==> src/rtl/ovf_pkg.sv <==
package ovf_pkg;

    typedef enum logic {
        CH_LEFT  = 1'b0,
        CH_RIGHT = 1'b1
    } chan_e;

    typedef enum logic {
        HOLD_IDLE   = 1'b0,
        HOLD_ACTIVE = 1'b1
    } hold_state_e;

    typedef enum logic {
        ALN_WAIT  = 1'b0,
        ALN_DELAY = 1'b1
    } aln_state_e;

    // Channel carried during a frame half, given its level and the format
    function automatic chan_e slot_chan(input logic lvl, input logic i2s);
        if (i2s) begin
            slot_chan = lvl ? CH_RIGHT : CH_LEFT;
        end else begin
            slot_chan = lvl ? CH_LEFT : CH_RIGHT;
        end
    endfunction

endpackage

==> src/rtl/ovf_bit_edge.sv <==
module ovf_bit_edge (
    input  logic clk,
    input  logic rst_n,
    input  logic bclk_i,
    input  logic frame_i,
    output logic bit_tick,
    output logic frame_lvl,
    output logic frame_edge,
    output logic frame_rise
);

    logic bclk_s;
    logic bclk_d;
    logic frame_s;
    logic frame_last;

    always_ff @(posedge clk) begin
        if (!rst_n) begin
            bclk_s  <= 1'b0;
            bclk_d  <= 1'b0;
            frame_s <= 1'b0;
        end else begin
            bclk_s  <= bclk_i;
            bclk_d  <= bclk_s;
            frame_s <= frame_i;
        end
    end

    // Level of the frame clock seen at the previous bit tick
    always_ff @(posedge clk) begin
        if (!rst_n) begin
            frame_last <= 1'b0;
        end else if (bit_tick) begin
            frame_last <= frame_s;
        end
    end

    always_comb begin
        bit_tick   = bclk_s & ~bclk_d;
        frame_lvl  = frame_s;
        frame_edge = bit_tick & (frame_s ^ frame_last);
        frame_rise = frame_edge & frame_s;
    end

endmodule

==> src/rtl/ovf_flag_hold.sv <==
module ovf_flag_hold
    import ovf_pkg::*;
#(
    parameter int TIMEOUT_FRAMES = 64,
    parameter int CNT_W          = $clog2(TIMEOUT_FRAMES + 1)
) (
    input  logic             clk,
    input  logic             rst_n,
    input  logic             ovr_left,
    input  logic             ovr_right,
    input  logic             frame_rise,
    output logic             flag_left,
    output logic             flag_right,
    output logic [CNT_W-1:0] tmo_cnt
);

    localparam int NUM_CH = 2;
    localparam logic [CNT_W-1:0] RELOAD = CNT_W'(TIMEOUT_FRAMES);
    localparam logic [CNT_W-1:0] ONE    = CNT_W'(1);

    hold_state_e       state_q;
    hold_state_e       state_d;
    logic [NUM_CH-1:0] ovr_v;
    logic [NUM_CH-1:0] flag_v;
    logic              any_ovr;
    logic              last_period;
    logic              do_arm;
    logic              do_reload;
    logic              do_expire;
    logic              do_count;

    always_comb begin
        ovr_v       = {ovr_right, ovr_left};
        any_ovr     = |ovr_v;
        last_period = frame_rise && (tmo_cnt == ONE);
    end

    // Next-state decision
    always_comb begin
        state_d = state_q;
        unique case (state_q)
            HOLD_IDLE: begin
                if (any_ovr) begin
                    state_d = HOLD_ACTIVE;   // ARM
                end
            end
            HOLD_ACTIVE: begin
                if (!any_ovr && last_period) begin
                    state_d = HOLD_IDLE;     // EXPIRE
                end
            end
            default: state_d = HOLD_IDLE;
        endcase
    end

    // State register
    always_ff @(posedge clk) begin
        if (!rst_n) begin
            state_q <= HOLD_IDLE;
        end else begin
            state_q <= state_d;
        end
    end

    // Action decode
    always_comb begin
        do_arm    = 1'b0;
        do_reload = 1'b0;
        do_expire = 1'b0;
        do_count  = 1'b0;
        unique case (state_q)
            HOLD_IDLE: begin
                do_arm = any_ovr;
            end
            HOLD_ACTIVE: begin
                do_reload = any_ovr;
                do_expire = !any_ovr && last_period;
                do_count  = !any_ovr && frame_rise && !last_period;
            end
            default: ;
        endcase
    end

    // Shared counter
    always_ff @(posedge clk) begin
        if (!rst_n) begin
            tmo_cnt <= '0;
        end else if (do_arm || do_reload) begin
            tmo_cnt <= RELOAD;
        end else if (do_expire) begin
            tmo_cnt <= '0;
        end else if (do_count) begin
            tmo_cnt <= tmo_cnt - ONE;
        end
    end

    // One flag register per channel
    for (genvar ch = 0; ch < NUM_CH; ch++) begin : g_flag
        always_ff @(posedge clk) begin
            if (!rst_n) begin
                flag_v[ch] <= 1'b0;
            end else if (ovr_v[ch]) begin
                flag_v[ch] <= 1'b1;
            end else if (do_expire) begin
                flag_v[ch] <= 1'b0;
            end
        end
    end

    always_comb begin
        flag_left  = flag_v[0];
        flag_right = flag_v[1];
    end

endmodule

==> src/rtl/ovf_slot_align.sv <==
module ovf_slot_align
    import ovf_pkg::*;
#(
    parameter int LJ_LAG  = 1,
    parameter int I2S_LAG = 2,
    parameter int LAG_W   = $clog2(((LJ_LAG > I2S_LAG) ? LJ_LAG : I2S_LAG) + 1)
) (
    input  logic  clk,
    input  logic  rst_n,
    input  logic  bit_tick,
    input  logic  frame_edge,
    input  logic  frame_lvl,
    input  logic  fmt_i2s,
    output chan_e shown_ch
);

    localparam logic [LAG_W-1:0] LAG_LJ  = LAG_W'(LJ_LAG);
    localparam logic [LAG_W-1:0] LAG_I2S = LAG_W'(I2S_LAG);
    localparam logic [LAG_W-1:0] ONE     = LAG_W'(1);

    aln_state_e       state_q;
    aln_state_e       state_d;
    chan_e            pend_ch;
    logic [LAG_W-1:0] lag_q;
    logic [LAG_W-1:0] tick_cnt;
    logic             do_start;
    logic             do_commit;
    logic             do_step;

    // Next-state decision
    always_comb begin
        state_d = state_q;
        unique case (state_q)
            ALN_WAIT: begin
                if (frame_edge) begin
                    state_d = ALN_DELAY;     // START
                end
            end
            ALN_DELAY: begin
                if (frame_edge) begin
                    state_d = ALN_DELAY;     // START again
                end else if (bit_tick && (tick_cnt == lag_q)) begin
                    state_d = ALN_WAIT;      // COMMIT
                end
            end
            default: state_d = ALN_WAIT;
        endcase
    end

    always_ff @(posedge clk) begin
        if (!rst_n) begin
            state_q <= ALN_WAIT;
        end else begin
            state_q <= state_d;
        end
    end

    // Action decode
    always_comb begin
        do_start  = frame_edge;
        do_commit = 1'b0;
        do_step   = 1'b0;
        unique case (state_q)
            ALN_WAIT: ;
            ALN_DELAY: begin
                do_commit = !frame_edge && bit_tick && (tick_cnt == lag_q);
                do_step   = !frame_edge && bit_tick && (tick_cnt != lag_q);
            end
            default: ;
        endcase
    end

    // Pending channel, lag and tick count
    always_ff @(posedge clk) begin
        if (!rst_n) begin
            pend_ch  <= CH_LEFT;
            lag_q    <= LAG_LJ;
            tick_cnt <= '0;
        end else if (do_start) begin
            pend_ch  <= slot_chan(frame_lvl, fmt_i2s);
            lag_q    <= fmt_i2s ? LAG_I2S : LAG_LJ;
            tick_cnt <= ONE;
        end else if (do_step) begin
            tick_cnt <= tick_cnt + ONE;
        end
    end

    // Displayed channel
    always_ff @(posedge clk) begin
        if (!rst_n) begin
            shown_ch <= CH_LEFT;
        end else if (do_commit) begin
            shown_ch <= pend_ch;
        end
    end

endmodule

==> src/rtl/ovf_flag_mux.sv <==
module ovf_flag_mux
    import ovf_pkg::*;
#(
    parameter int TIMEOUT_FRAMES = 64,
    parameter int LJ_LAG         = 1,
    parameter int I2S_LAG        = 2
) (
    input  logic clk,
    input  logic rst_n,
    input  logic bclk_i,
    input  logic frame_i,
    input  logic fmt_i2s_i,
    input  logic ovr_left_i,
    input  logic ovr_right_i,
    output logic ovfl_n_o
);

    localparam int CNT_W = $clog2(TIMEOUT_FRAMES + 1);

    logic             bit_tick;
    logic             frame_lvl;
    logic             frame_edge;
    logic             frame_rise;
    logic             flag_left;
    logic             flag_right;
    logic [CNT_W-1:0] tmo_cnt;
    chan_e            shown_ch;
    logic             shown_flag;

    ovf_bit_edge u_edge (
        .clk        (clk),
        .rst_n      (rst_n),
        .bclk_i     (bclk_i),
        .frame_i    (frame_i),
        .bit_tick   (bit_tick),
        .frame_lvl  (frame_lvl),
        .frame_edge (frame_edge),
        .frame_rise (frame_rise)
    );

    ovf_flag_hold #(
        .TIMEOUT_FRAMES (TIMEOUT_FRAMES),
        .CNT_W          (CNT_W)
    ) u_hold (
        .clk        (clk),
        .rst_n      (rst_n),
        .ovr_left   (ovr_left_i),
        .ovr_right  (ovr_right_i),
        .frame_rise (frame_rise),
        .flag_left  (flag_left),
        .flag_right (flag_right),
        .tmo_cnt    (tmo_cnt)
    );

    ovf_slot_align #(
        .LJ_LAG  (LJ_LAG),
        .I2S_LAG (I2S_LAG)
    ) u_align (
        .clk        (clk),
        .rst_n      (rst_n),
        .bit_tick   (bit_tick),
        .frame_edge (frame_edge),
        .frame_lvl  (frame_lvl),
        .fmt_i2s    (fmt_i2s_i),
        .shown_ch   (shown_ch)
    );

    always_comb begin
        unique case (shown_ch)
            CH_LEFT:  shown_flag = flag_left;
            CH_RIGHT: shown_flag = flag_right;
            default:  shown_flag = 1'b0;
        endcase
    end

    // Registered active-low line
    always_ff @(posedge clk) begin
        if (!rst_n) begin
            ovfl_n_o <= 1'b1;
        end else begin
            ovfl_n_o <= ~shown_flag;
        end
    end

endmodule

==> config.mk <==
export PLATFORM = sky130hd
export DESIGN_NAME = ovf_flag_mux
export DESIGN_NICKNAME = d
export VERILOG_FILES = /design/src/rtl/ovf_pkg.sv /design/src/rtl/ovf_bit_edge.sv /design/src/rtl/ovf_flag_hold.sv /design/src/rtl/ovf_slot_align.sv /design/src/rtl/ovf_flag_mux.sv
export SDC_FILE = /design/constraint.sdc
export NUM_CORES = 1
export LEC_CHECK = 0
export BUFFER_PORTS_ARGS = -buffer_cell sky130_fd_sc_hd__buf_2
export CORE_MARGIN = 3
export CORE_UTILIZATION = 47
export DETAILED_ROUTE_END_ITERATION = 16
export PLACE_DENSITY = 0.65
export SYNTH_ARGS = -nofsm -noshare
export SYNTH_HDL_FRONTEND = slang
export SYNTH_SLANG_ARGS = --single-unit
==> constraint.sdc <==
create_clock -name clk -period 2.13 [get_ports clk]
set_input_delay 0.213 -clock clk [delete_from_list [all_inputs] [get_ports clk]]
set_output_delay 0.213 -clock clk [all_outputs]
set_load 0.02 [all_outputs]
==> run_results.csv, run 1 <==
group,metric,value,unit
timing,drv_slew,0,
critical_path,criticalPathCategory,"reg -> reg",
clocking,cts_hold_buffers,0,
critical_path,timing.rr.end,"u_hold.tmo_cnt[1]",
final_layout,final_layout_size_suffix_gt1_frac,0.159,
clocking,cts_made_buffers,3,
synth,netlist_instances,104,
clocking,cts.sinks,22,
synth,synth_cell_type_count,36,
clocking,cts_setup_buffers,0,
timing,fmax,606,MHz
power_and_ir_drop,swShare,0.207,
clocking,cts-root-buf,"clkbuf_4",
final_layout,regMostFlops,"u_hold.tmo_cnt",
timing,tightestPinTransition,520,ps
worst_hold_path,hold_path_end,"u_edge.bclk_s",
worst_hold_path,min_path_type,"in -> reg",
synth,yosys.area_share.simple,0.225,
timing,fin_crit_sh,0.774,
synth,synth-xor-area-share,0.0612,
final_layout,fin_nets,123,
timing,grt_setup_unrepaired,"false",
final_layout,area_delta_synth_final,11.4,%
route,drtIter0Drc,8,
final_layout,largest_reg_flops,7,
floorplan,initial_utilization,0.506,
placement,place_congestion,0.794,
synth,synth_top_family_by_area,"simple AND/OR/NAND/NOR gates",
final_layout,final_util,0.563,
global_route,grt_pass1_wl,3.20,mm
critical_path,arrival,1820,ps
flow_run,maxCapViolCount,0,
timing,fin_crit,1650,ps
final_layout,largestRegisters,"u_hold.tmo_cnt (7), u_align.lag_q (2), u_align.tick_cnt (2)",
synth,synthMuxAreaShare,0.0412,
route,ant_nets,0,
critical_path,worstPathRequired,2300,ps
clocking,clk_pin_slew,130,ps
synth,synthFlopType,"dfxtp_1",
worst_hold_path,holdCritStartpoint,"bclk_i",
synth,synth_compound_area_frac,0.182,
timing,hold_violations,0,
route,num_vias,797,
floorplan,die-width,52.2,um
clocking,h-tree-depth,1,
floorplan,rows,16,
route,routed_wl,1.90,mm
floorplan,placeableCoreArea,0.00198,mm2
power_and_ir_drop,p_per_area,721,mW/mm2
global_route,grt_pass1_vias,731,
clocking,ctsResizeCount,0,
worst_hold_path,worstHoldPathCells,2,
power_and_ir_drop,p_comb_frac,0.067,
critical_path,crit_path_max_incr_delay,540,ps
placement,dp_hpwl,1.47,mm
synth,synth_area_per_cell,9.64,um2
floorplan,die_area,0.00272,mm2
power_and_ir_drop,pwr-share-clk,0.389,
synth,ys_ff_latch,22,
final_layout,diodes,0,
critical_path,r2r_slack,480,ps
placement,portBuffers,7,
power_and_ir_drop,seqPwrFrac,0.544,
power_and_ir_drop,p_total,805,uW
floorplan,ios,8,
critical_path,r2r_start,"u_hold.tmo_cnt[4]",
placement,dp_slack,516,ps
synth,synth_area,0.00100,mm2
global_route,grt_overflow,0,
timing,setup_viol,0,
critical_path,r2r_cells,4,
run_status,status,"finished, final reports clean",
route,viasPerCell,5.69,
synth,synth_edf_count,0,
clocking,cts_tree,"yes",
timing,setup_ws,481,ps
floorplan,die_h,52.2,um
power_and_ir_drop,p_int,639,uW
synth,yosysSeqAreaShare,0.439,
route,post-route-drc-count,0,
clocking,clockBufferDepth,2,
critical_path,crit_chain,"or4_4, o311a_1, a21oi_1, a311oi_1",
global_route,grt.total_usage,0.157,
critical_path,worstSetupEndpointType,"flip-flop",
route,wl_per_cell,13.6,um
timing,finClkSkew,13.4,ps
synth,async_flop_share,0,
global_route,grt_max_degree,14,
power_and_ir_drop,p_leak,0.412,nW
global_route,antenna_found_initial,0,
critical_path,crit_slowest_cell,"or4_4",
clocking,worstSkewPairLatency,310,ps
power_and_ir_drop,irDropWorstVdd,0.346,mV
timing,relSlewSlack,0.648,
synth,synthAdderAreaFrac,0.0250,
timing,tns,0,ps
synth,ys.warnings.count,0,
critical_path,path_max_fanout,5,
critical_path,start_kind,"flip-flop",
route,drtPass1Iterations,4,
synth,syn_nets,113,
power_and_ir_drop,p_switching,166,uW
power by group through the flow:
stage / combinational [mW] / sequential (mW) / clock [mW]
finish: 0.0541 / 0.438 / 0.313
global route: 0.0605 / 0.440 / 0.335
CTS: 0.0546 / 0.438 / 0.319
detailed placement: 0.0543 / 0.447 / 0
global placement: 0.0524 / 0.446 / 0
floorplan: 0.0377 / 0.446 / 0
critical path, delay by kind of cell (launching register included):
family             cells  cell delay [ps]
AOI/OAI and AO/OA      3              600
DFF                    1              370
and+or+nand+nor        1              540
cell usage after synthesis, types with 2 or more instances:
| cell | count | area share |
|---|---|---|
| nand4_1 | 2 | 0.012 |
| nand2_1 | 6 | 0.022 |
| o31ai_1 | 3 | 0.022 |
| nor3_1 | 2 | 0.010 |
| and2_1 | 3 | 0.019 |
| nor2_1 | 6 | 0.022 |
| mux2i_1 | 3 | 0.030 |
| o221a_2 | 2 | 0.022 |
| nand3_1 | 5 | 0.025 |
| dfxtp_1 | 22 | 0.44 |
| a21oi_1 | 9 | 0.045 |
| xnor2_1 | 3 | 0.026 |
| ha_1 | 2 | 0.025 |
| xor2_1 | 4 | 0.035 |
| inv_1 | 4 | 0.015 |
| or4_1 | 3 | 0.022 |
| a31oi_1 | 3 | 0.019 |
| nor2b_1 | 2 | 0.012 |
| clkbuf_1 | 2 | 0.0075 |
| o211ai_1 | 2 | 0.015 |
placed cells by master, fill, tap and decap left out, drive strengths merged, types with 4 or more instances in the layout:
cell	n
nor2	6
nand3	5
buf	7
nand2	6
a21oi	9
inv	4
dfxtp	22
or4	4
xor2	4
routing by layer:
metal  share of wire  GRT usage
met5               0          0
met4          0.0090     0.0511
met3           0.017     0.0256
met2            0.51      0.285
met1            0.47      0.187
cells by family after synthesis:
group | after synthesis
and+or+nand+nor | 38
AOI/OAI and AO/OA | 24
DFF | 22
xor gates and xnor gates | 7
buffers and inverters | 7
muxes | 4
adders and majority gates | 2
how the worst max path moves through the flow:
stage / startpoint / end / slack, ps / cells past startpoint
5_1_grt: u_hold.tmo_cnt[4] / u_hold.tmo_cnt[6] / 370 / 4
3_3_place_gp: u_hold.tmo_cnt[4] / u_hold.tmo_cnt[1] / 530 / 3
6_report: u_hold.tmo_cnt[4] / u_hold.tmo_cnt[1] / 480 / 4
3_5_place_dp: u_hold.tmo_cnt[4] / u_hold.tmo_cnt[1] / 520 / 4
2_1_floorplan: u_hold.tmo_cnt[5] / u_hold.tmo_cnt[2] / 600 / 4
4_1_cts: u_hold.tmo_cnt[4] / u_hold.tmo_cnt[1] / 480 / 4
cell type report:
class | count | area (um2)
clock inverters | 1 | 30.0
well taps | 27 | 33.8
fillers | 195 | 866
clock buffers | 3 | 22.5
flip-flops and latches | 22 | 440
multi-input cells | 75 | 536
repair buffers | 7 | 35.0
inverters | 5 | 18.8
per-stage QoR:
stage               instances  hold WS, ps  instance area, um2
floorplan                 104          340                1000
global placement          136          418                1060
detailed placement        136          423                1060
global route              140          119                1120
finish                    140          113                1120
CTS                       140          104                1120
Power figures use the tool's default switching activity.
==> run 2, diff against run 1 <==
--- a/config.mk
+++ b/config.mk
@@ -5,11 +5,11 @@
 export SDC_FILE = /design/constraint.sdc
 export NUM_CORES = 1
 export LEC_CHECK = 0
+export ABC_AREA = 1
 export BUFFER_PORTS_ARGS = -buffer_cell sky130_fd_sc_hd__buf_2
 export CORE_MARGIN = 3
 export CORE_UTILIZATION = 47
 export DETAILED_ROUTE_END_ITERATION = 16
-export PLACE_DENSITY = 0.65
 export SYNTH_ARGS = -nofsm -noshare
 export SYNTH_HDL_FRONTEND = slang
 export SYNTH_SLANG_ARGS = --single-unit
==> constraint.sdc (replaced) <==
create_clock -name clk -period 1.6 [get_ports clk]
set_input_delay 0.16 -clock clk [delete_from_list [all_inputs] [get_ports clk]]
set_output_delay 0.16 -clock clk [all_outputs]
set_load 0.02 [all_outputs]
==> run 2 against run 1 <==
Effect of this change:
- maximum frequency rose by 17%
- via count up 7.9%
- cell count increased by 29%
- global-route usage fell by 0.41 points
- critical path depth is 5 higher
- register-to-register slack worse by 290 ps
- area after synthesis is 2.0% higher
- sequential power grew 32%
==> run_results.csv, run 2 <==
group,metric,value,unit
run_status,status,"finished, final reports clean",
final_layout,fillers,206,
timing,tightestPinTransition,252,ps
power_and_ir_drop,p_leak,0.503,nW
synth,post-synth-top-area-cell,"dfxtp_1",
final_layout,largestRegisters,"u_hold.tmo_cnt (7), u_align.lag_q (2), u_align.tick_cnt (2)",
critical_path,crit_slowest_cell,"dfxtp_1",
final_layout,final_layout_size_suffix_gt1_frac,0.136,
clocking,clockBufferDepth,2,
clocking,ctsResizeCount,0,
placement,dp_hpwl,1.35,mm
floorplan,die_h,52.6,um
synth,ys.warnings.count,0,
critical_path,worstPathRequired,1840,ps
critical_path,r2r_slack,190,ps
floorplan,initial_utilization,0.511,
floorplan,ios,8,
timing,relSlewSlack,0.832,
power_and_ir_drop,p_total,955,uW
final_layout,final_util,0.564,
floorplan,rows,16,
worst_hold_path,hold_path_end,"u_edge.frame_lvl",
final_layout,fin_nets,164,
critical_path,start_kind,"flip-flop",
timing,setup_ws,192,ps
global_route,grt_pass1_wl,3.18,mm
global_route,grt.total_usage,0.153,
critical_path,crit_family,"simple AND/OR/NAND/NOR gates",
synth,synth_cell_type_count,21,
route,drtPass1Iterations,4,
final_layout,diodes,0,
final_layout,regArea,440,um2
critical_path,cpMostUsedCell,"inv_1",
critical_path,r2r_cells,9,
power_and_ir_drop,p_per_area,845,mW/mm2
route,num_vias,860,
route,ant_nets,0,
clocking,clk_pin_slew,120,ps
clocking,cts.sinks,22,
critical_path,arrival,1640,ps
clocking,cts_made_buffers,3,
synth,ys_ff_latch,22,
final_layout,largest_reg_flops,7,
worst_hold_path,holdCritStartpoint,"frame_i",
clocking,worstSkewPairLatency,300,ps
global_route,antenna_found_initial,0,
route,routed_wl,1.71,mm
route,drtIter0Drc,15,
timing,fin_crit_sh,0.880,
global_route,grt_overflow,0,
synth,async_flop_share,0,
clocking,h-tree-depth,1,
route,viasPerCell,4.75,
synth,synth_common_cells,"nand2_1, dfxtp_1, inv_1, a21oi_1, nor2_1",
synth,synthFlopType,"dfxtp_1",
synth,synth_area,0.00102,mm2
timing,setup_viol,0,
synth,synth_most_common_cell,"nand2_1",
timing,finClkSkew,3.97,ps
synth,syn_nets,152,
synth,yosysSeqAreaShare,0.431,
placement,portBuffers,7,
floorplan,placeableCoreArea,0.00200,mm2
final_layout,regMostFlops,"u_hold.tmo_cnt",
final_layout,final_common_cell,"nand2_1",
route,wl_per_cell,9.47,um
timing,drv_slew,0,
final_layout,multi_input_area,494,um2
clocking,cts_setup_buffers,0,
route,post-route-drc-count,0,
timing,tns,0,ps
critical_path,path_buf_inv,3,
flow_run,maxCapViolCount,0,
critical_path,r2r_start,"u_hold.tmo_cnt[1]",
clocking,cts_hold_buffers,0,
critical_path,timing.rr.end,"u_hold.tmo_cnt[3]",
placement,dp_slack,228,ps
synth,synth_edf_count,0,
synth,synth_area_per_cell,7.15,um2
critical_path,crit_chain,"inv_1, ha_1, inv_1, nor2_1, nand3_2, inv_1, nand2_1, nand3_1, a21oi_1",
floorplan,die_area,0.00277,mm2
final_layout,area_delta_synth_final,10.5,%
critical_path,criticalPathCategory,"reg -> reg",
power_and_ir_drop,irDropWorstVdd,0.601,mV
worst_hold_path,min_path_type,"in -> reg",
timing,grt_setup_unrepaired,"false",
synth,synth.top_cell.area_share,0.431,
worst_hold_path,worstHoldPathCells,3,
global_route,grt_pass1_vias,768,
timing,hold_violations,0,
critical_path,path_max_fanout,6,
timing,fin_crit,1410,ps
clocking,cts_tree,"yes",
synth,netlist_instances,143,
final_layout,mostFrequentLayoutCells,"nand2_1, dfxtp_1, inv_1",
clocking,cts-root-buf,"clkbuf_4",
timing,hold_slack,28.6,ps
placement,place_congestion,0.737,
critical_path,worstSetupEndpointType,"flip-flop",
timing,fmax,710,MHz
floorplan,die-width,52.6,um
global_route,grt_max_degree,13,
synth,synthTopCellsByArea,"dfxtp_1, nand2_1, inv_1, a21oi_1, nor2_1",
critical_path,crit_path_max_incr_delay,370,ps
-- run 2: cell types whose count changed after synthesis, sizes merged, moves of 4 or more --
cell | before | now
nand2 | 6 | 42
inv | 4 | 21
nor2 | 6 | 18
o21ai | 1 | 5
a21oi | 9 | 15
or4 | 4 | 0
-- run 2: worst max-delay path by stage --
stage / from / endpoint / depth (start not counted)
2_1_floorplan: u_hold.tmo_cnt[1] / u_hold.tmo_cnt[0] / 9
3_3_place_gp: u_hold.tmo_cnt[1] / u_hold.tmo_cnt[5] / 9
3_5_place_dp: u_hold.tmo_cnt[1] / u_hold.tmo_cnt[0] / 9
4_1_cts: u_hold.tmo_cnt[1] / u_hold.tmo_cnt[0] / 9
5_1_grt: u_hold.tmo_cnt[1] / u_hold.tmo_cnt[2] / 9
6_report: u_hold.tmo_cnt[1] / u_hold.tmo_cnt[3] / 9
-- run 2: cells by family (layout without fill, tap and decap cells) --
kind of cell	count (synthesis)	after routing	share of synthesized area
XOR/XNOR	6	6	0.0514
AND/OR/NAND/NOR	70	70	0.306
AO/OA/AOI/OAI	20	20	0.102
buffers and inverters	23	34	0.0857
adder cells (fa/ha/maj)	2	2	0.0245
flip-flops	22	22	0.431
-- run 2: final cells by class --
class,count,share of cell area
Sequential cell,22,0.390
Clock buffer,4,0.0321
Multi-Input combinational cell,98,0.437
Timing Repair Buffer,8,0.0377
Inverter,22,0.0731
Tap cell,27,0.0299
-- run 2: per-stage QoR --
stage                     cells  area, um2
final                       181       1130
after global routing        181       1130
after CTS                   181       1130
after detailed placement    177       1090
after global placement      177       1090
after floorplan             143       1020
-- run 2: tightest hold or removal path: stages --
cell and delay [ps]:
buf_2 70, nand2_1 40, inv_1 40
-- run 2: per-layer routing --
layer	vias to the layer above	routed length [um]	global-route usage	part of all wire
met5	-	0	0	0
met4	0	12	0.0511	0.0070
met3	2	46	0.0342	0.027
met2	9	753	0.238	0.44
met1	386	902	0.207	0.53
li1	463	-	-	-
-- run 2: power by group --
group          switching, mW  internal [mW]  leakage [nW]
Clock                  0.163          0.139        0.0210
Sequential            0.0123          0.567         0.180
Combinational         0.0452         0.0291         0.301
Total                  0.220          0.735         0.503
